==> src/rtl/erev_pkg.sv <==
// Package: shared codes and constants of the element reversal unit.
// Assumes byte lanes and a largest container of 64 bits.
package erev_pkg;

    // Container selection code
    typedef enum logic [1:0] {
        CONT_64  = 2'b00,
        CONT_32  = 2'b01,
        CONT_16  = 2'b10,
        CONT_RSV = 2'b11
    } cont_e;

    // Element size code
    typedef enum logic [1:0] {
        ELEM_8   = 2'b00,
        ELEM_16  = 2'b01,
        ELEM_32  = 2'b10,
        ELEM_RSV = 2'b11
    } elem_e;

    // Field positions inside the raw instruction word
    localparam int WF_ESZ_LO  = 18;
    localparam int WF_CONT_LO = 7;
    localparam int WF_QUAD    = 6;
    localparam int WF_DST_HI  = 22;
    localparam int WF_DST_LO  = 12;
    localparam int WF_SRC_HI  = 5;
    localparam int WF_SRC_LO  = 0;

    // Register number width
    localparam int REGN_W = 5;

    // Lanes in the largest container (64 bits of byte lanes)
    localparam int GRP_LANES = 8;
    localparam int GRP_IDX_W = $clog2(GRP_LANES);

endpackage

==> src/rtl/erev_decode.sv <==
// Module: erev_decode
// Picks the active control fields (raw word or direct inputs), checks the
// container/element pairing and turns it into a lane index XOR mask.
// Assumes power-of-two sizes so that reversal in a group equals index XOR.
module erev_decode
    import erev_pkg::*;
(
    input  logic                 sel_word,
    input  logic [31:0]          word,
    input  logic [1:0]           region,
    input  logic [1:0]           esize,
    input  logic                 quad,
    output logic [GRP_IDX_W-1:0] xor_mask,
    output logic                 legal,
    output logic                 quad_eff,
    output logic [REGN_W-1:0]    dst_num,
    output logic [REGN_W-1:0]    src_num
);

    logic [1:0]           cont_code;
    logic [1:0]           elem_code;
    logic [GRP_IDX_W-1:0] cont_mask;
    logic [GRP_IDX_W-1:0] elem_mask;
    logic                 codes_ok;

    // Select where the control fields come from
    always_comb begin
        if (sel_word) begin
            cont_code = word[WF_CONT_LO +: 2];
            elem_code = word[WF_ESZ_LO +: 2];
            quad_eff  = word[WF_QUAD];
        end else begin
            cont_code = region;
            elem_code = esize;
            quad_eff  = quad;
        end
    end

    // Lane index span of one container
    always_comb begin
        unique case (cont_e'(cont_code))
            CONT_16: cont_mask = GRP_IDX_W'(1);
            CONT_32: cont_mask = GRP_IDX_W'(3);
            CONT_64: cont_mask = GRP_IDX_W'(7);
            default: cont_mask = '0;
        endcase
    end

    // Lane index span of one element
    always_comb begin
        unique case (elem_e'(elem_code))
            ELEM_8:  elem_mask = GRP_IDX_W'(0);
            ELEM_16: elem_mask = GRP_IDX_W'(1);
            ELEM_32: elem_mask = GRP_IDX_W'(3);
            default: elem_mask = '0;
        endcase
    end

    // Legality: no reserved code and element strictly narrower than container
    always_comb begin
        codes_ok = (cont_code != CONT_RSV) && (elem_code != ELEM_RSV);
        legal    = codes_ok && (elem_mask < cont_mask);
        xor_mask = legal ? (cont_mask & ~elem_mask) : '0;
    end

    // Register numbers, upper bit stored apart from the rest
    always_comb begin
        dst_num = {word[WF_DST_HI], word[WF_DST_LO +: REGN_W-1]};
        src_num = {word[WF_SRC_HI], word[WF_SRC_LO +: REGN_W-1]};
    end

endmodule

==> src/rtl/erev_permute.sv <==
// Module: erev_permute
// Byte-lane crossbar: every output lane reads the lane whose index inside the
// same 64-bit group differs by xor_mask. Upper half zeroed for 64-bit
// operations, all lanes zeroed for illegal operations.
// Assumes LANES is a multiple of GRP_LANES.
module erev_permute
    import erev_pkg::*;
#(
    parameter int LANE_W = 8,
    parameter int LANES  = 16,
    localparam int DATA_W  = LANE_W * LANES,
    localparam int HALF    = LANES / 2,
    localparam int LIDX_W  = $clog2(LANES)
) (
    input  logic [DATA_W-1:0]    data_in,
    input  logic [GRP_IDX_W-1:0] xor_mask,
    input  logic                 legal,
    input  logic                 quad_eff,
    output logic [DATA_W-1:0]    data_out
);

    logic [LANE_W-1:0] in_lane [LANES];

    genvar gi;
    generate
        for (gi = 0; gi < LANES; gi++) begin : g_lane
            localparam int BASE = gi - (gi % GRP_LANES);
            localparam int OFF  = gi % GRP_LANES;
            logic [GRP_IDX_W-1:0] off_sel;
            logic [LIDX_W-1:0]    src_idx;

            // Unpack the operand into lanes
            assign in_lane[gi] = data_in[gi*LANE_W +: LANE_W];

            // Source lane for this output lane
            always_comb begin
                off_sel = GRP_IDX_W'(OFF) ^ xor_mask;
                src_idx = LIDX_W'(BASE) + LIDX_W'(off_sel);
            end

            if (gi >= HALF) begin : g_upper
                // Upper lanes only live in 128-bit operations
                always_comb begin
                    if (legal && quad_eff)
                        data_out[gi*LANE_W +: LANE_W] = in_lane[src_idx];
                    else
                        data_out[gi*LANE_W +: LANE_W] = '0;
                end
            end else begin : g_lower
                // Lower lanes live whenever the operation is legal
                always_comb begin
                    if (legal)
                        data_out[gi*LANE_W +: LANE_W] = in_lane[src_idx];
                    else
                        data_out[gi*LANE_W +: LANE_W] = '0;
                end
            end
        end
    endgenerate

endmodule

==> src/rtl/erev_outreg.sv <==
// Module: erev_outreg
// One-entry output register with valid/ready. Takes a new entry when empty
// or when the current one leaves in the same cycle.
module erev_outreg
    import erev_pkg::*;
#(
    parameter int DATA_W = 128
) (
    input  logic              clk,
    input  logic              rst_n,
    input  logic              in_valid,
    output logic              in_ready,
    input  logic [DATA_W-1:0] d_data,
    input  logic              d_undef,
    input  logic [REGN_W-1:0] d_dst,
    input  logic [REGN_W-1:0] d_src,
    output logic              q_valid,
    input  logic              q_ready,
    output logic [DATA_W-1:0] q_data,
    output logic              q_undef,
    output logic [REGN_W-1:0] q_dst,
    output logic [REGN_W-1:0] q_src
);

    logic take;

    // Acceptance rule
    always_comb begin
        in_ready = !q_valid || q_ready;
        take     = in_valid && in_ready;
    end

    // Occupancy flag
    always_ff @(posedge clk) begin
        if (!rst_n)
            q_valid <= 1'b0;
        else if (take)
            q_valid <= 1'b1;
        else if (q_ready)
            q_valid <= 1'b0;
    end

    // Payload capture
    always_ff @(posedge clk) begin
        if (!rst_n) begin
            q_data  <= '0;
            q_undef <= 1'b0;
            q_dst   <= '0;
            q_src   <= '0;
        end else if (take) begin
            q_data  <= d_data;
            q_undef <= d_undef;
            q_dst   <= d_dst;
            q_src   <= d_src;
        end
    end

endmodule

==> src/rtl/elem_rev_unit.sv <==
// Module: elem_rev_unit (top)
// Reverses elements inside 16/32/64-bit containers of a SIMD operand and
// registers the result behind a valid/ready handshake.
// Assumes byte lanes; the largest container is 64 bits.
module elem_rev_unit
    import erev_pkg::*;
#(
    parameter int LANE_W = 8,
    parameter int LANES  = 16,
    localparam int DATA_W = LANE_W * LANES
) (
    input  logic              clk,
    input  logic              rst_n,
    input  logic              in_valid,
    output logic              in_ready,
    input  logic              in_sel_word,
    input  logic [31:0]       in_word,
    input  logic [1:0]        in_region,
    input  logic [1:0]        in_esize,
    input  logic              in_quad,
    input  logic [DATA_W-1:0] in_data,
    output logic              out_valid,
    input  logic              out_ready,
    output logic [DATA_W-1:0] out_data,
    output logic              out_undef,
    output logic [4:0]        out_dst,
    output logic [4:0]        out_src
);

    logic [GRP_IDX_W-1:0] xor_mask;
    logic                 legal;
    logic                 quad_eff;
    logic [REGN_W-1:0]    dst_num;
    logic [REGN_W-1:0]    src_num;
    logic [DATA_W-1:0]    perm_data;

    erev_decode u_decode (
        .sel_word (in_sel_word),
        .word     (in_word),
        .region   (in_region),
        .esize    (in_esize),
        .quad     (in_quad),
        .xor_mask (xor_mask),
        .legal    (legal),
        .quad_eff (quad_eff),
        .dst_num  (dst_num),
        .src_num  (src_num)
    );

    erev_permute #(
        .LANE_W (LANE_W),
        .LANES  (LANES)
    ) u_permute (
        .data_in  (in_data),
        .xor_mask (xor_mask),
        .legal    (legal),
        .quad_eff (quad_eff),
        .data_out (perm_data)
    );

    erev_outreg #(
        .DATA_W (DATA_W)
    ) u_outreg (
        .clk      (clk),
        .rst_n    (rst_n),
        .in_valid (in_valid),
        .in_ready (in_ready),
        .d_data   (perm_data),
        .d_undef  (!legal),
        .d_dst    (dst_num),
        .d_src    (src_num),
        .q_valid  (out_valid),
        .q_ready  (out_ready),
        .q_data   (out_data),
        .q_undef  (out_undef),
        .q_dst    (out_dst),
        .q_src    (out_src)
    );

endmodule

==> config.mk <==
export PLATFORM = sky130hd
export DESIGN_NAME = elem_rev_unit
export DESIGN_NICKNAME = d
export VERILOG_FILES = /design/src/rtl/erev_pkg.sv /design/src/rtl/erev_decode.sv /design/src/rtl/erev_permute.sv /design/src/rtl/erev_outreg.sv /design/src/rtl/elem_rev_unit.sv
export SDC_FILE = /design/constraint.sdc
export NUM_CORES = 1
export LEC_CHECK = 0
export CAP_MARGIN = 40
export CORE_MARGIN = 3
export CORE_UTILIZATION = 55
export CTS_CLUSTER_DIAMETER = 200
export DETAILED_ROUTE_END_ITERATION = 12
export DONT_BUFFER_PORTS = 1
export HOLD_SLACK_MARGIN = 0.1
export PLACE_DENSITY = 0.7
export SYNTH_ARGS = -nofsm -noshare
export SYNTH_HDL_FRONTEND = slang
export SYNTH_SLANG_ARGS = --single-unit
==> constraint.sdc <==
create_clock -name clk -period 9.75 [get_ports clk]
set_clock_uncertainty 0.2 [all_clocks]
set_input_delay 1.95 -clock clk [delete_from_list [all_inputs] [get_ports clk]]
set_output_delay 1.95 -clock clk [all_outputs]
set_load 0.03 [all_outputs]
# Word-level counts from Yosys, hierarchy flattened
# Index checks and enable logic that the tools add are counted.
# word_totals
ff_bits	140
elab_cells	142
output_inout_bits	141
inputBits	170
# classes
order_cmp	17
n_addsub	8
n_reduce_logical	9
bitwise	25
n_eq_ne	6
n_mux	72
# op_table
op	count
8-bit binary-select mux with 4-bit select	16
8-bit 2-to-1 mux	48
5-bit >= comparator (second input constant)	16
3-bit inverter with 5-bit output	8
4-bit inverter with 5-bit output	8
4-bit by 3-bit adder with 4-bit output (first input constant)	8
3-bit one-hot mux with 3 select lines	1
2-bit inverter	3
2-bit by 1-bit equality test with 1-bit output (second input constant)	2
2-bit equality test (second input constant)	2
1-bit logical AND	4
2-bit 2-to-1 mux	2
2-bit != test (second input constant)	2
2-bit one-hot mux with 2 select lines	1
3-bit AND	1
2-bit by 3-bit less-than comparator with 1-bit output	1
1-bit 2-to-1 mux	3
3-bit 2-to-1 mux	1
1-bit inverter	3
2-bit inverter with 3-bit output	1
3-bit inverter	1
1-bit zero test	2
2-bit zero test	1
2-bit nonzero test	1
1-bit logical OR	1

# Longest topological paths before layout
# Gate-level depths: netlist of the first run.
# depth
ltp_word	13
ltp_mapped	13

# Hierarchy
# From an unflattened synthesis of the first run, not the netlist that was laid out.
# unflattened
cells_unflattened	1183
area_unflattened_um2	10040.9
# modules_own_cells
module	cells_each	n_inst	seq_area_each_um2	area_each_um2
erev_outreg	608	1	2802.7	5570.3
erev_permute	539	1	0.0	4189.0
erev_decode	35	1	0.0	277.8
elem_rev_unit	1	1	0.0	3.8

# Worst setup path before layout of the first run
# OpenSTA, ideal clock, no wires.
# synth_path
kind	input to register
start	input port in_sel_word
end	register u_outreg.q_data[28]
stages	13
arrival_ns	4.398
setup_ns	0.122
t_required_ns	9.428
setup_slack_ns	5.030
path_cell_list	buf_6 > mux2_2 > ha_1 > ha_1 > nand2b_1 > a211o_1 > and3_1 > clkbuf_1 > buf_2 > buf_4 > a21oi_1 > a221oi_1 > a221o_1
# synth_between
elab_chain_len	12
elab_cells_between_ends	23
classes_between	order compare (1); eq/ne (6); mux (9); bitwise (4); reduce/logical (3)
# synth_lines
item	line_no	rtl
from (decl)	elem_rev_unit.sv:16	input logic in_sel_word,
2-bit 2-to-1 mux	erev_decode.sv:28	if (sel_word) begin
2-bit by 1-bit equality test with 1-bit output, or another cell as far along	erev_decode.sv:41	unique case (cont_e'(cont_code))
3-bit one-hot mux with 3 select lines or 2-bit one-hot mux with 2 select lines (tied branches)	erev_decode.sv:41, erev_decode.sv:51	
2-bit by 3-bit less-than comparator with 1-bit output or 2-bit inverter with 3-bit output (tied branches)	erev_decode.sv:62, erev_decode.sv:63	
1-bit logical AND or 3-bit AND (tied branches)	erev_decode.sv:62, erev_decode.sv:63	
3-bit 2-to-1 mux	erev_decode.sv:63	xor_mask = legal ? (cont_mask & ~elem_mask) : '0;
2-bit inverter (no line)	-	
3-bit inverter with 5-bit output (implied by the code)	erev_permute.sv:53	data_out[gi*LANE_W +: LANE_W] = in_lane[src_idx];
8-bit binary-select mux with 4-bit select	erev_permute.sv:53	
8-bit 2-to-1 mux (implied by the code) (2 in series)	erev_permute.sv:53	
8-bit 2-to-1 mux (*)	erev_permute.sv:52	if (legal)
to (signal assigned)	erev_outreg.sv:51	q_data <= d_data;
to (decl)	erev_outreg.sv:19	output logic [DATA_W-1:0] q_data,
# Every way passes the cells marked *; elsewhere a longest branch is shown, timed or not. The select of a mux whose other input is x is not followed.
# A chain may end at the register's enable or synchronous reset.

# Worst setup path after layout of the first run
# layout_path
start	input port in_sel_word
end	register u_outreg.q_data[124]
# layout_between
elab_chain_len	13
elab_cells_between_ends	26
classes_between	add/sub (1); order compare (1); eq/ne (6); mux (10); bitwise (4); reduce/logical (4)
# layout_lines
item	line_no	rtl
2-bit 2-to-1 mux	erev_decode.sv:28	
2-bit by 1-bit equality test with 1-bit output, or another cell as far along	erev_decode.sv:41	
3-bit one-hot mux with 3 select lines or 2-bit one-hot mux with 2 select lines (tied branches)	erev_decode.sv:41, erev_decode.sv:51	
2-bit by 3-bit less-than comparator with 1-bit output or 2-bit inverter with 3-bit output (tied branches)	erev_decode.sv:62, erev_decode.sv:63	
1-bit logical AND or 3-bit AND (tied branches)	erev_decode.sv:62, erev_decode.sv:63	
3-bit 2-to-1 mux	erev_decode.sv:63	
3-bit inverter (no line)	-	
4-bit by 3-bit adder with 4-bit output	erev_permute.sv:38	src_idx = LIDX_W'(BASE) + LIDX_W'(off_sel);
4-bit inverter with 5-bit output (implied by the code)	erev_permute.sv:45	data_out[gi*LANE_W +: LANE_W] = in_lane[src_idx];
8-bit binary-select mux with 4-bit select	erev_permute.sv:45	
8-bit 2-to-1 mux (implied by the code) (2 in series)	erev_permute.sv:45	
8-bit 2-to-1 mux (*)	erev_permute.sv:44	if (legal && quad_eff)
# Marks and branches as above.

==> metrics.cfg, run 1 <==
[run_status]
status = completed

[cells_and_area]
utilization_pct = 60.4
diodes = 0
drive_gt1_share_pct = 7.34
fin_nets = 1101
stdcell_count = 1151
areaGrowthSynthToFinish_pct = 6.71
finish.instance_area_um2 = 9250

[timing]
finalMaxSlewViolations = 0
tightest_slew_ns = 0.983
setup_violations = 0
hold_viol = 0
rsz0062_at_grt = no
hold_slack_ns = 0.411
timing.final.crit_period_ns = 5.29
clock.fmax_mhz = 189
tns_ns = 0
maxSlewHeadroom_pct = 34.5
fin_crit_sh_pct = 54.3
setup_ws_ns = 4.46

[yosys]
synth.area.top_cells = dfxtp_1 (32%), a221o_1 (14%), a221oi_1 (12%)
synth_seq_area_share_pct = 32.3
synth_ff_type = dfxtp_1
synthDistinctLibCells = 39
yosysWarnings = 0
syn_inst = 1010
synth_area_leader_cell = dfxtp_1
synth_fp_nets = 1184
synth-seq-cells = 140
synth_top_area_share_pct = 32.3
syn-cell-area_um2 = 8670
syn-mean-instance-area_um2 = 8.58
synth_edf_count = 0
synthArstFlopShare_pct = 0

[clock_network]
cts_tree = yes
holdBufCountCts = 0
worst_skew_pair.late_latency_ns = 0.41
path_clk_slew_ns = 0.06
clkSinkCount = 140
cts-buffers-inserted = 17
cts_root_buf = clkbuf_16
postCtsSetupRepairBufs = 0
cts_max_level = 4
ctsResizeCount = 0
clock_path_buffers = 2

[worst_setup_path]
crit_path_max_fanout = 95
crit_family = compound AO/OA/AOI/OAI gates
crit_chain = mux2_2 -> ha_1 -> ha_1 -> nand2b_1 -> a211o_1 -> and3_4 -> buf_4 -> nand2_1 -> a32oi_1 -> a221o_1
crit_buf_inv = 1
slowest_stage = buf_4
critical_path_class = in -> reg
cpPeakStageDelay_ns = 0.80
cp.required_ns = 9.91
cp.arrival_ns = 5.45
cp-start-kind = input port
end_kind = register
path_common_cell = ha_1

[global_route]
grt_pass1_wl_mm = 47.3
antenna_found_initial = 0
track_usage_pct = 34.1
grt_max_degree = 96
first_global_vias = 7795
overflow = 0

[die]
dieArea_um2 = 17300
die_width_um = 132
row_count = 45
die_h_um = 132
core-area_um2 = 15300
io_pins = 311
floorplan.initialDensity_pct = 56.6

[pwr]
seq_power_share_pct = 38.2
clkPwrFrac_pct = 39.4
p_comb_share_pct = 22.5
p_leak_nw = 3.57
peakVddDrop_uv = 151
report.power.total_mw = 1.89
p_per_area_nw_per_um2 = 205
p_int_mw = 1.24
power_switching_uw = 651
swShare_pct = 34.4

[placement]
place_area_um2 = 8570
pre_cts_ws_ns = 4.21
portBuffers = 0
dp_hpwl_mm = 22.2
place_congestion = 0.965
placed_cells = 1119

[drt]
drt_pre_antenna_iters = 5
routedWlPerCell_um = 27.6
drc_errors = 0
drt_iter0_markers = 1111
ant_nets = 0
vias = 9039
viasPerCell = 7.85
finalWirelength_mm = 31.7

[worst_hold_path]
hold_class = reg -> reg

[run]
drv_cap = 0

synthesized netlist by cell type (all sizes together) (5+ instances only):
master,instances
a21oi,144
a221o,124
a21boi,11
mux2i,52
buf,58
inv,5
a221oi,124
dfxtp,140
clkbuf,60
a32oi,58
nand2,188
registers in the layout, indices dropped and copies added (netlist names):
register	flops
u_outreg.q_data	128
u_outreg.q_undef	1
u_outreg.q_valid	1
u_outreg.q_dst	5
u_outreg.q_src	5
kinds of logic after synthesis:
logic type	share of synthesized area (%)
adders and majority gates	0.577
muxes	6.40
and+or+nand+nor	10.1
buffers and inverters	6.42
AOI/OAI and AO/OA	44.2
DFF	32.3
power groups by stage:
stage          Clock [mW]  Sequential, mW  Combinational [mW]
2_1_floorplan           0           0.716               0.336
3_3_place_gp            0           0.734               0.387
3_5_place_dp            0           0.734               0.408
4_1_cts             0.751           0.722               0.410
5_1_grt             0.777           0.725               0.462
6_report            0.746           0.723               0.425
final cells by class:
| class | instances | area, um2 |
|---|---|---|
| well taps | 211 | 264 |
| fillers | 1339 | 6070 |
| inverters | 5 | 18.8 |
| multi-input cells | 747 | 5350 |
| clock buffers | 21 | 470 |
| flip-flops and latches | 140 | 2800 |
| clock inverters | 11 | 213 |
| repair buffers | 16 | 133 |
placed cells by master, fill, tap and decap left out, types with 2 or more instances in the layout:
| cell type | netlist | routed |
|---|---|---|
| a21boi_0 | 11 | 11 |
| clkinvlp_4 | 0 | 3 |
| a221o_1 | 124 | 124 |
| a22oi_1 | 4 | 4 |
| dfxtp_1 | 140 | 140 |
| a221oi_2 | 8 | 8 |
| clkbuf_16 | 0 | 17 |
| clkinv_2 | 0 | 2 |
| a32oi_1 | 58 | 58 |
| nor4_4 | 1 | 2 |
| or4_1 | 2 | 2 |
| a21oi_1 | 144 | 144 |
| nand2b_1 | 2 | 2 |
| ha_1 | 4 | 4 |
| nand2_1 | 188 | 187 |
| bufinv_16 | 0 | 6 |
| nor2_2 | 1 | 2 |
| clkbuf_8 | 0 | 3 |
| a221oi_1 | 116 | 116 |
| buf_4 | 5 | 15 |
| mux2i_1 | 52 | 52 |
| inv_1 | 5 | 5 |
| a32o_1 | 4 | 4 |
| o221ai_1 | 4 | 4 |
| mux2_2 | 3 | 3 |
| nand3_1 | 3 | 2 |
| nor2_1 | 3 | 2 |
worst paths after layout:
check / startpoint / endpoint / slack, ns / cells after the start
min reg2reg: u_outreg.q_dst[4] / u_outreg.q_dst[4] / 0.41 / 2
max: in_sel_word / u_outreg.q_data[124] / 4.46 / 10
max reg2reg: u_outreg.q_valid / u_outreg.q_data[79] / 6.56 / 5
min: u_outreg.q_dst[4] / u_outreg.q_dst[4] / 0.41 / 2
per-layer routing:
layer / up-vias / GRT usage [%] / part of all wire (%)
li1: 3970 / - / -
met1: 4351 / 45.6 / 39
met2: 652 / 48.2 / 42
met3: 66 / 17.0 / 17
met4: 0 / 10.3 / 2.6
met5: - / 0 / 0
tightest hold or removal path: cells and delay by family (launching register included):
family,cells,cell delay (ns)
flops,1,0.41
compound gates,1,0.07
simple gates,1,0.09
Power figures use the tool's default switching activity.
==> run 2: changes to the inputs <==
clock period = 5.36 ns   (was 9.75 ns; I/O delays follow)
==> run 2 against run 1 <==
Sequential power rose by 81%. Largest power group unchanged. Combinational power rose by 90%. Setup slack got worse by 3.1 ns. Critical endpoint is now u_outreg.q_data[54]. Utilization rose by 0.79 points.
==> metrics.cfg, run 2 (synthesis gave the netlist of run 1 again) <==
[run_status]
status = completed  ; unchanged

[global_route]
overflow = 0  ; unchanged
first_global_vias = 8101  ; was 7795
grt_pass1_wl_mm = 49.1  ; was 47.3 mm
antenna_found_initial = 0  ; unchanged
grt_max_degree = 87  ; was 96
track_usage_pct = 35.3  ; was 34.1%

[clock_network]
path_clk_slew_ns = 0.06  ; about the same
cts-buffers-inserted = 17  ; unchanged
clock_path_buffers = 2  ; unchanged
holdBufCountCts = 0  ; unchanged
worst_skew_pair.late_latency_ns = 0.42  ; was 0.41 ns
cts_tree = yes  ; unchanged
cts_root_buf = clkbuf_16  ; unchanged
postCtsSetupRepairBufs = 0  ; unchanged
clkSinkCount = 140  ; unchanged
ctsResizeCount = 0  ; unchanged
cts_max_level = 4  ; unchanged

[die]
floorplan.initialDensity_pct = 56.6  ; unchanged
row_count = 45  ; unchanged
io_pins = 311  ; unchanged
die_width_um = 132  ; unchanged
dieArea_um2 = 17300  ; unchanged
die_h_um = 132  ; unchanged
core-area_um2 = 15300  ; unchanged

[drt]
vias = 9171  ; was 9039
drt_pre_antenna_iters = 10  ; was 5
drc_errors = 0  ; unchanged
drt_iter0_markers = 1108  ; was 1111
ant_nets = 0  ; unchanged
viasPerCell = 7.92  ; was 7.85
routedWlPerCell_um = 27.9  ; was 27.6 um
finalWirelength_mm = 32.3  ; was 31.7 mm

[placement]
pre_cts_ws_ns = 1.07  ; was 4.21 ns
place_congestion = 0.972  ; was 0.965
dp_hpwl_mm = 22.9  ; was 22.2 mm
portBuffers = 0  ; unchanged

[worst_setup_path]
r2r_end = u_outreg.q_data[81]  ; was u_outreg.q_data[79]
cp.required_ns = 5.53  ; was 9.91 ns
reg2regPathDepth = 8  ; was 5
critical_path_depth = 10  ; unchanged
crit_buf_inv = 1  ; unchanged
cpPeakStageDelay_ns = 0.78  ; was 0.80 ns
crit_family = compound AO/OA/AOI/OAI gates  ; unchanged
end_kind = register  ; unchanged
cp.arrival_ns = 4.16  ; was 5.45 ns
critical_path_class = in -> reg  ; unchanged
r2r_slack_ns = 2.21  ; was 6.56 ns
cp-start-kind = input port  ; unchanged
path_common_cell = ha_1  ; unchanged
slowest_stage = and2_2  ; was buf_4
reg2reg_from = u_outreg.q_valid  ; unchanged
crit_start = in_sel_word  ; unchanged
crit_chain = mux2_2 -> ha_1 -> ha_1 -> o211ai_1 -> o311a_1 -> and2_2 -> buf_4 -> a21oi_1 -> a221oi_1 -> a221o_1  ; was mux2_2 -> ha_1 -> ha_1 -> nand2b_1 -> a211o_1 -> and3_4 -> buf_4 -> nand2_1 -> a32oi_1 -> a221o_1
crit_path_max_fanout = 47  ; was 95
critPathCapture = u_outreg.q_data[54]  ; was u_outreg.q_data[124]

[timing]
finalMaxSlewViolations = 0  ; unchanged
setup_ws_ns = 1.37  ; was 4.46 ns
clock.fmax_mhz = 251
tns_ns = 0  ; unchanged
tightest_slew_ns = 0.959  ; was 0.983 ns
fin_crit_sh_pct = 74.5
hold_viol = 0  ; unchanged
setup_violations = 0  ; unchanged
timing.final.crit_period_ns = 3.99
maxSlewHeadroom_pct = 36.1  ; was 34.5%
rsz0062_at_grt = no  ; unchanged

[cells_and_area]
largest-register = u_outreg.q_data  ; unchanged
top_regs = u_outreg.q_data: 128 flops, u_outreg.q_dst: 5 flops, u_outreg.q_src: 5 flops  ; unchanged
n_fill_cell = 1282  ; was 1339
utilization_pct = 61.2  ; was 60.4%
largest_register_ffs = 128  ; unchanged
diodes = 0  ; unchanged
layout_commonest_cell = nand2_1  ; unchanged
areaGrowthSynthToFinish_pct = 8.11  ; was 6.71%
fin_nets = 1108  ; was 1101
most-common-layout-cells = nand2_1 (187), a21oi_1 (144), dfxtp_1 (140)  ; unchanged
drive_gt1_share_pct = 8.03  ; was 7.34%

[pwr]
p_leak_nw = 3.63  ; was 3.57 nW
p_per_area_nw_per_um2 = 371  ; was 205 nW/um2
peakVddDrop_uv = 254  ; was 151 uV

[worst_hold_path]
hold_class = reg -> reg  ; unchanged
whs_path_depth = 2  ; unchanged

[run]
drv_cap = 0  ; unchanged

## run 2: stage by stage
stage                     power, mW  instance area (um2)  hold slack (ns)  std cells
after floorplan                1.91                 8670            0.389       1010
after global placement         2.06                 8660            0.400       1125
after detailed placement       2.11                 8690            0.410       1126
after CTS                      3.46                 9370            0.418       1158
after global routing           3.61                 9370            0.441       1158
final                          3.48                 9370            0.414       1158
## run 2: final cells by class
cell class                 instances  area, um2  share of cell area, %
clock inverter                    11        211                   2.26
inverter                           5       18.8                  0.200
sequential                       140       2800                   29.9
multi-input combinational        747       5350                   57.1
clock buffer                      21        470                   5.02
tap                              211        264                   2.82
timing repair buffer              23        255                   2.72
## run 2: worst min-delay path by stage
stage / from / endpoint / slack [ns]
after detailed placement: u_outreg.q_dst[0] / u_outreg.q_dst[0] / 0.41
after CTS: u_outreg.q_dst[0] / u_outreg.q_dst[0] / 0.42
final: u_outreg.q_src[4] / u_outreg.q_src[4] / 0.41
after global placement: u_outreg.q_dst[0] / u_outreg.q_dst[0] / 0.40
after floorplan: u_outreg.q_dst[0] / u_outreg.q_dst[0] / 0.39
after global routing: u_outreg.q_dst[3] / u_outreg.q_dst[3] / 0.44
## run 2: worst reg2reg max path, cell delays in order (launching register included)
cell      delay (ns)
dfxtp_1         0.40
nand2b_1        0.40
nand3_1         0.32
nor4_4          0.27
buf_4           0.44
nand2_1         0.09
buf_4           0.28
a221oi_1        0.52
a221o_1         0.18
## run 2: power by group
group,switching [mW],internal (mW)
clock,0.448,0.909
combinational,0.546,0.260
sequential,0.204,1.11
total,1.20,2.28
## run 2: routing by layer
layer  vias up  track usage (%)  wire length (um)
met5         -                0                 0
met4         0             7.82               702
met3        75             15.4              5240
met2       708             51.0             13600
met1      4399             48.7             12800
li1       3989                -                 -
